==> config.mk <==
export PLATFORM = sky130hd
export DESIGN_NAME = twin_tmr
export DESIGN_NICKNAME = d
export VERILOG_FILES = /design/src/rtl/twin_tmr_pkg.sv /design/src/rtl/tmr_pin_sync.sv /design/src/rtl/tmr_channel.sv /design/src/rtl/twin_tmr.sv
export SDC_FILE = /design/constraint.sdc
export NUM_CORES = 1
export LEC_CHECK = 0
export BUFFER_PORTS_ARGS = -buffer_cell sky130_fd_sc_hd__buf_2
export CAP_MARGIN = 20
export CORE_ASPECT_RATIO = 1.4
export CORE_MARGIN = 2
export CORE_UTILIZATION = 30
export DETAILED_ROUTE_END_ITERATION = 8
export PLACE_DENSITY = 0.55
export SLEW_MARGIN = 40
export SYNTH_ARGS = -nofsm -noshare
export SYNTH_HDL_FRONTEND = slang
export SYNTH_HIERARCHICAL = 1
export SYNTH_SLANG_ARGS = --single-unit
export TNS_END_PERCENT = 5
==> constraint.sdc <==
create_clock -name clk -period 2.11 [get_ports clk]
set_input_delay 0.1055 -clock clk [delete_from_list [all_inputs] [get_ports clk]]
set_output_delay 0.1055 -clock clk [all_outputs]
set_load 0.005 [all_outputs]
==> src/rtl/twin_tmr_pkg.sv <==
package twin_tmr_pkg;

    localparam int BYTE_W = 8;
    localparam int PRE_W  = 5;
    localparam int ADDR_W = 3;
    localparam int N_CH   = 2;

    typedef enum logic [1:0] {
        MODE_PRE13   = 2'b00,
        MODE_CAS16   = 2'b01,
        MODE_RELOAD8 = 2'b10,
        MODE_SPLIT   = 2'b11
    } tmr_mode_e;

    typedef struct packed {
        logic      gate;
        logic      ext_sel;
        tmr_mode_e mode;
    } chan_cfg_t;

    typedef struct packed {
        logic       flag1;
        logic       run1;
        logic       flag0;
        logic       run0;
        logic [3:0] aux;
    } ctl_reg_t;

    localparam logic [ADDR_W-1:0] ADR_CFG = 3'd0;
    localparam logic [ADDR_W-1:0] ADR_CTL = 3'd1;

    function automatic logic [ADDR_W-1:0] lo_addr(input int ch);
        return ADDR_W'(2 + 2 * ch);
    endfunction

    function automatic logic [ADDR_W-1:0] hi_addr(input int ch);
        return ADDR_W'(3 + 2 * ch);
    endfunction

endpackage

==> src/rtl/tmr_pin_sync.sv <==
module tmr_pin_sync #(
    parameter int STAGES = 2
) (
    input  logic clk,
    input  logic rst,
    input  logic pin,
    output logic fall
);
    logic [STAGES-1:0] sync_q;
    logic              last_q;

    always_ff @(posedge clk) begin
        if (rst) begin
            sync_q <= '0;
            last_q <= 1'b0;
        end else begin
            sync_q <= {sync_q[STAGES-2:0], pin};
            last_q <= sync_q[STAGES-1];
        end
    end

    assign fall = last_q & ~sync_q[STAGES-1];


    fall_src_chk: assert property (@(posedge clk) disable iff (rst)
        fall |-> $past(sync_q[STAGES-1]));
endmodule

==> src/rtl/tmr_channel.sv <==
module tmr_channel
    import twin_tmr_pkg::*;
#(
    parameter bit SPLIT_CAPABLE = 1'b0
) (
    input  logic              clk,
    input  logic              rst,
    input  chan_cfg_t         cfg,
    input  logic              run,
    input  logic              gate_in,
    input  logic              ext_fall,
    input  logic              tick_en,
    input  logic              split_run,
    input  logic              wr_lo,
    input  logic              wr_hi,
    input  logic [BYTE_W-1:0] wr_data,
    output logic [BYTE_W-1:0] lo,
    output logic [BYTE_W-1:0] hi,
    output logic              ovf_main,
    output logic              ovf_aux
);
    localparam int W2 = 2 * BYTE_W;

    logic              bump;
    logic              wr_any;
    logic [BYTE_W-1:0] lo_n, hi_n;
    logic [W2-1:0]     wide_n;

    assign wr_any = wr_lo | wr_hi;
    assign bump   = run & (~cfg.gate | gate_in) & (cfg.ext_sel ? ext_fall : tick_en);
    assign wide_n = {hi, lo} + W2'(1);

    always_comb begin
        lo_n     = lo;
        hi_n     = hi;
        ovf_main = 1'b0;
        ovf_aux  = 1'b0;
        unique case (cfg.mode)
            MODE_PRE13: begin
                if (bump && !wr_any) begin
                    lo_n[PRE_W-1:0] = lo[PRE_W-1:0] + 1'b1;
                    if (&lo[PRE_W-1:0]) begin
                        hi_n     = hi + 1'b1;
                        ovf_main = &hi;
                    end
                end
            end
            MODE_CAS16: begin
                if (bump && !wr_any) begin
                    {hi_n, lo_n} = wide_n;
                    ovf_main     = &{hi, lo};
                end
            end
            MODE_RELOAD8: begin
                if (bump && !wr_any) begin
                    if (&lo) begin
                        lo_n     = hi;
                        ovf_main = 1'b1;
                    end else begin
                        lo_n = lo + 1'b1;
                    end
                end
            end
            MODE_SPLIT: begin
                if (SPLIT_CAPABLE) begin
                    if (bump && !wr_lo) begin
                        lo_n     = lo + 1'b1;
                        ovf_main = &lo;
                    end
                    if (split_run && tick_en && !wr_hi) begin
                        hi_n    = hi + 1'b1;
                        ovf_aux = &hi;
                    end
                end
            end
            default: ;
        endcase
        if (wr_lo) lo_n = wr_data;
        if (wr_hi) hi_n = wr_data;
    end

    always_ff @(posedge clk) begin
        if (rst) begin
            lo <= '0;
            hi <= '0;
        end else begin
            lo <= lo_n;
            hi <= hi_n;
        end
    end


    frozen_split_chk: assert property (@(posedge clk) disable iff (rst)
        (!SPLIT_CAPABLE && cfg.mode == MODE_SPLIT && !wr_any) |=> ($stable(lo) && $stable(hi)));


    prescale_top_chk: assert property (@(posedge clk) disable iff (rst)
        (cfg.mode == MODE_PRE13 && !wr_lo) |=> $stable(lo[BYTE_W-1:PRE_W]));


    reload_val_chk: assert property (@(posedge clk) disable iff (rst)
        (cfg.mode == MODE_RELOAD8 && ovf_main) |=> (lo == $past(hi)));


    halted_hold_chk: assert property (@(posedge clk) disable iff (rst)
        (!run && !wr_any && cfg.mode != MODE_SPLIT) |=> ($stable(lo) && $stable(hi)));


    write_wins_chk: assert property (@(posedge clk) disable iff (rst)
        wr_lo |=> (lo == $past(wr_data)));
endmodule

==> src/rtl/twin_tmr.sv <==
module twin_tmr
    import twin_tmr_pkg::*;
(
    input  logic              clk,
    input  logic              rst,
    input  logic              tick_en,
    input  logic              wr_en,
    input  logic [ADDR_W-1:0] wr_addr,
    input  logic [BYTE_W-1:0] wr_data,
    input  logic [ADDR_W-1:0] rd_addr,
    output logic [BYTE_W-1:0] rd_data,
    input  logic [N_CH-1:0]   cnt_pin,
    input  logic [N_CH-1:0]   gate_pin,
    output logic [N_CH-1:0]   ovf_flag
);
    chan_cfg_t [N_CH-1:0] cfg_q;
    ctl_reg_t             ctl_q;
    logic [N_CH-1:0]      fall;
    logic [N_CH-1:0]      run_v;
    logic [N_CH-1:0]      ovf_main, ovf_aux;
    logic [BYTE_W-1:0]    lo_v [N_CH];
    logic [BYTE_W-1:0]    hi_v [N_CH];
    logic                 set0, set1;
    logic                 wr_cfg, wr_ctl;

    assign run_v  = {ctl_q.run1, ctl_q.run0};
    assign wr_cfg = wr_en && (wr_addr == ADR_CFG);
    assign wr_ctl = wr_en && (wr_addr == ADR_CTL);

    for (genvar g = 0; g < N_CH; g++) begin : g_ch
        tmr_pin_sync #(.STAGES(2)) u_sync (
            .clk (clk),
            .rst (rst),
            .pin (cnt_pin[g]),
            .fall(fall[g])
        );

        tmr_channel #(.SPLIT_CAPABLE(g == 0)) u_chan (
            .clk      (clk),
            .rst      (rst),
            .cfg      (cfg_q[g]),
            .run      (run_v[g]),
            .gate_in  (gate_pin[g]),
            .ext_fall (fall[g]),
            .tick_en  (tick_en),
            .split_run(ctl_q.run1),
            .wr_lo    (wr_en && (wr_addr == lo_addr(g))),
            .wr_hi    (wr_en && (wr_addr == hi_addr(g))),
            .wr_data  (wr_data),
            .lo       (lo_v[g]),
            .hi       (hi_v[g]),
            .ovf_main (ovf_main[g]),
            .ovf_aux  (ovf_aux[g])
        );
    end

    assign set0 = ovf_main[0];
    assign set1 = ovf_aux[0] | ovf_aux[1] |
                  (ovf_main[1] && cfg_q[0].mode != MODE_SPLIT);

    always_ff @(posedge clk) begin
        if (rst) begin
            cfg_q <= '0;
            ctl_q <= '0;
        end else begin
            if (wr_cfg) cfg_q <= wr_data;
            if (wr_ctl) ctl_q <= wr_data;
            if (set0) ctl_q.flag0 <= 1'b1;
            if (set1) ctl_q.flag1 <= 1'b1;
        end
    end

    always_comb begin
        case (rd_addr)
            ADR_CFG:    rd_data = cfg_q;
            ADR_CTL:    rd_data = ctl_q;
            lo_addr(0): rd_data = lo_v[0];
            hi_addr(0): rd_data = hi_v[0];
            lo_addr(1): rd_data = lo_v[1];
            hi_addr(1): rd_data = hi_v[1];
            default:    rd_data = '0;
        endcase
    end

    assign ovf_flag = {ctl_q.flag1, ctl_q.flag0};


    flag0_set_chk: assert property (@(posedge clk) disable iff (rst)
        set0 |=> ctl_q.flag0);


    flag1_set_chk: assert property (@(posedge clk) disable iff (rst)
        set1 |=> ctl_q.flag1);


    flag_sticky_chk: assert property (@(posedge clk) disable iff (rst)
        (ovf_flag != 2'b00 && !wr_ctl) |=> ((ovf_flag & $past(ovf_flag)) == $past(ovf_flag)));


    split_flag_chk: assert property (@(posedge clk) disable iff (rst)
        (cfg_q[0].mode == MODE_SPLIT && !ovf_aux[0] && !ctl_q.flag1 && !wr_ctl) |=> !ctl_q.flag1);
endmodule

==> impl_metrics.yaml <==
worst_setup_path:
  worst-setup-path-type: "reg2reg"
  worstPathRequired_ns: 2.33
  cp_slowest_stage_delay_ns: 0.37
  cpMaxStageDelayCell: "dfxtp_2"
  crit_fanout: 4
  worstPathArrival_ns: 2.33
  end_kind: "flop"
  start_kind: "flop"
  crit_chain: "inv_2 -> ha_2 -> o21a_1 -> a2111oi_4 -> nand4_1 -> or3_1 -> a311oi_2"
synthesis:
  synthCells: 472
  yosysMostFrequentCell: "dfxtp_1"
  synth_cell_types: 74
  ys_seq_area_share_pct: 27.9
  synth_area_um2: 3870
  async_flop_share_pct: 0
  ys_ff_latch: 54
  synth-edff-count: 0
  synth_ff_type: "dfxtp_1"
  synth_top_area_share_pct: 27.9
  ys_top_cells_by_count: "54 x dfxtp_1, 49 x nand2_1, 30 x a21oi_1"
  yosys.area.top_type: "dfxtp_1"
  synth_fp_nets: 508
  yosys_warnings: 6
  synthTopCellsByArea: "dfxtp_1 28%, mux2i_1 5.9%, nand2_1 4.7%"
  syn_avg_cell_area_um2: 8.21
placement:
  dp.cells: 688
  dp_hpwl_um: 10700
  gp_congestion: 0.925
  io_buffers: 31
power:
  p_clk_share_pct: 37.2
  p_comb_share_pct: 15.7
  leakagePower_uw: 0.00178
  p_total_uw: 2310
  swShare_pct: 28.0
  powerDensity_nw_per_um2: 483
  switchingPower_uw: 647
  irDropWorstVdd_uv: 271
  pwr-share-seq_pct: 47.1
  p_int_uw: 1660
flow_run:
  cap_violations: 0
grt:
  grt_usage_pct: 20.6
  antenna_found_initial: 0
  grt_pass1_vias: 3936
  grt_max_degree: 30
  overflow: 0
  grt_pass1_wl_um: 22000
drt:
  dr.pass1.iters: 5
  vias: 4100
  detail_route.wl_per_cell_um: 20.6
  drtIter0Drc: 278
  ant_nets: 0
  wirelength_um: 14300
  vias_per_cell: 5.91
  drc_errors: 0
cells_and_area:
  final_util_pct: 37.4
  drive_gt1_share_pct: 27.0
  multi_input_area_um2: 2660
  nFillCells: 1318
  seq_area_um2: 1090
  stdcell_count: 694
  area_growth_pct: 23.1
  nNetsFinal: 578
  diodes: 0
clock_tree:
  hold_buffers: 0
  cts_tree: "done"
  cts.sinks: 54
  path_clk_slew_ns: 0.08
  clk_latency_ns: 0.30
  root_buffer: "clkbuf_16"
  cts_buffers: 5
  clockBufferDepth: 2
  htree_levels: 2
  postCtsSetupRepairBufs: 0
floorplan:
  io_pins: 32
  fp-row-count: 49
  initial_core_util_pct: 30.4
  core-area_um2: 12800
  die_y_um: 138
  dieArea_um2: 13900
  die_w_um: 100
sta:
  tightest_slew_ns: 0.736
  slew_violations: 0
  timing.fmax_mhz: 472
  finalClockSkew_ns: 0.00910
  fin_tns_setup_ns: -0.00782
  rsz0062_at_grt: "yes"
  fin_crit_sh_pct: 100
  setup_violations: 1
  postLayoutSetupSlackWorst_ns: -0.00782
  period_needed_ns: 2.12
  slew_headroom_pct: 50.8
  hold_viol_final: 0
run_status:
  violations: "setup timing"
  run_status: "finished with violations"
worst_hold_path:
  hold_path_class: "in2reg"
[worst max-delay path, delay by kind of cell (launching register included)]
kind | cells | cell delay [ns]
compound gates | 3 | 0.83
fa+ha+maj | 1 | 0.19
buf+inv | 1 | 0.06
flops | 1 | 0.37
simple gates | 2 | 0.57
[flip-flops by register name, indices dropped and copies added, names as in the netlist]
register / flops
ctl_q: 6
g_ch.u_sync/last_q: 2
g_ch.u_chan/hi: 16
ovf_flag: 2
g_ch.u_chan/lo: 16
g_ch.u_sync/sync_q: 4
cfg_q: 8
[cells by family after synthesis]
group | after synthesis | synth area share [%]
AOI/OAI and AO/OA | 135 | 24.5
xor gates and xnor gates | 8 | 1.81
adders and majority gates | 14 | 4.52
buffers and inverters | 52 | 6.49
DFF | 54 | 27.9
muxes | 32 | 8.85
other | 1 | 0.0968
and+or+nand+nor | 176 | 25.8
[layout by cell type, fill, tap and decap left out, drive strengths merged, types with 6 or more instances in the layout]
master   n
nor4     9
and3     6
nor2    26
mux2     8
ha      14
mux2i   23
dfxtp   54
a21oi   30
clkbuf   6
nand3   16
nand4    9
inv     24
nand2   51
nor3    13
a31oi   12
a221oi  10
o21ai   21
nor2b   12
buf     91
or4      8
[power by group through the flow]
| stage | logic [uW] | registers (uW) | clock network (uW) |
|---|---|---|---|
| detailed placement | 345 | 1110 | 0 |
| CTS | 350 | 1080 | 879 |
| global placement | 343 | 1110 | 0 |
| floorplan | 186 | 1110 | 0 |
| global route | 389 | 1090 | 909 |
| finish | 363 | 1090 | 858 |
[final timing paths]
kind | from | slack, ns | depth (start not counted) | to
setup / recovery | cfg_q[1]$_SDFFE_PP0P_ | -0.008 | 7 | g_ch[0].u_chan/hi[6]$_SDFFE_PP0P_
hold reg to reg | g_ch[0].u_sync/sync_q[0]$_SDFF_PP0_ | 0.44 | 1 | g_ch[0].u_sync/sync_q[1]$_SDFF_PP0_
setup reg to reg | cfg_q[1]$_SDFFE_PP0P_ | -0.008 | 7 | g_ch[0].u_chan/hi[6]$_SDFFE_PP0P_
hold / removal | cnt_pin[0] | 0.02 | 2 | g_ch[0].u_sync/sync_q[0]$_SDFF_PP0_
[layer usage]
metal / routed length, um / track usage, %
met3: 716 / 2.22
met5: 0 / 0
met2: 7250 / 35.5
met4: 809 / 11.9
met1: 5530 / 24.3
[stage by stage]
stage | cell area [um2] | setup WS, ns | hold slack (ns)
6_report | 4770 | -0.00782 | 0.0169
5_1_grt | 4770 | -0.130 | 0.0268
4_1_cts | 4710 | 0.00478 | 0.0129
3_3_place_gp | 4530 | -0.176 | 0.325
2_1_floorplan | 3890 | -0.0507 | 0.177
3_5_place_dp | 4530 | -0.186 | 0.322
[final cells by class]
type / instances / share of cell area (%)
timing repair buffer: 91 / 12.7
tap: 153 / 4.01
clock buffer: 6 / 2.91
multi-input combinational: 366 / 55.7
inverter: 24 / 1.89
sequential: 54 / 22.8
[repair_timing]
| item | in CTS | in global routing |
|---|---|---|
| endpoints found under the hold margin | 0 | 0 |
| resized for setup | 11 | 12 |
| setup endpoints to repair | 11 | 15 |
| pin swaps | 6 | 4 |
(Power assumes the default switching activity.)
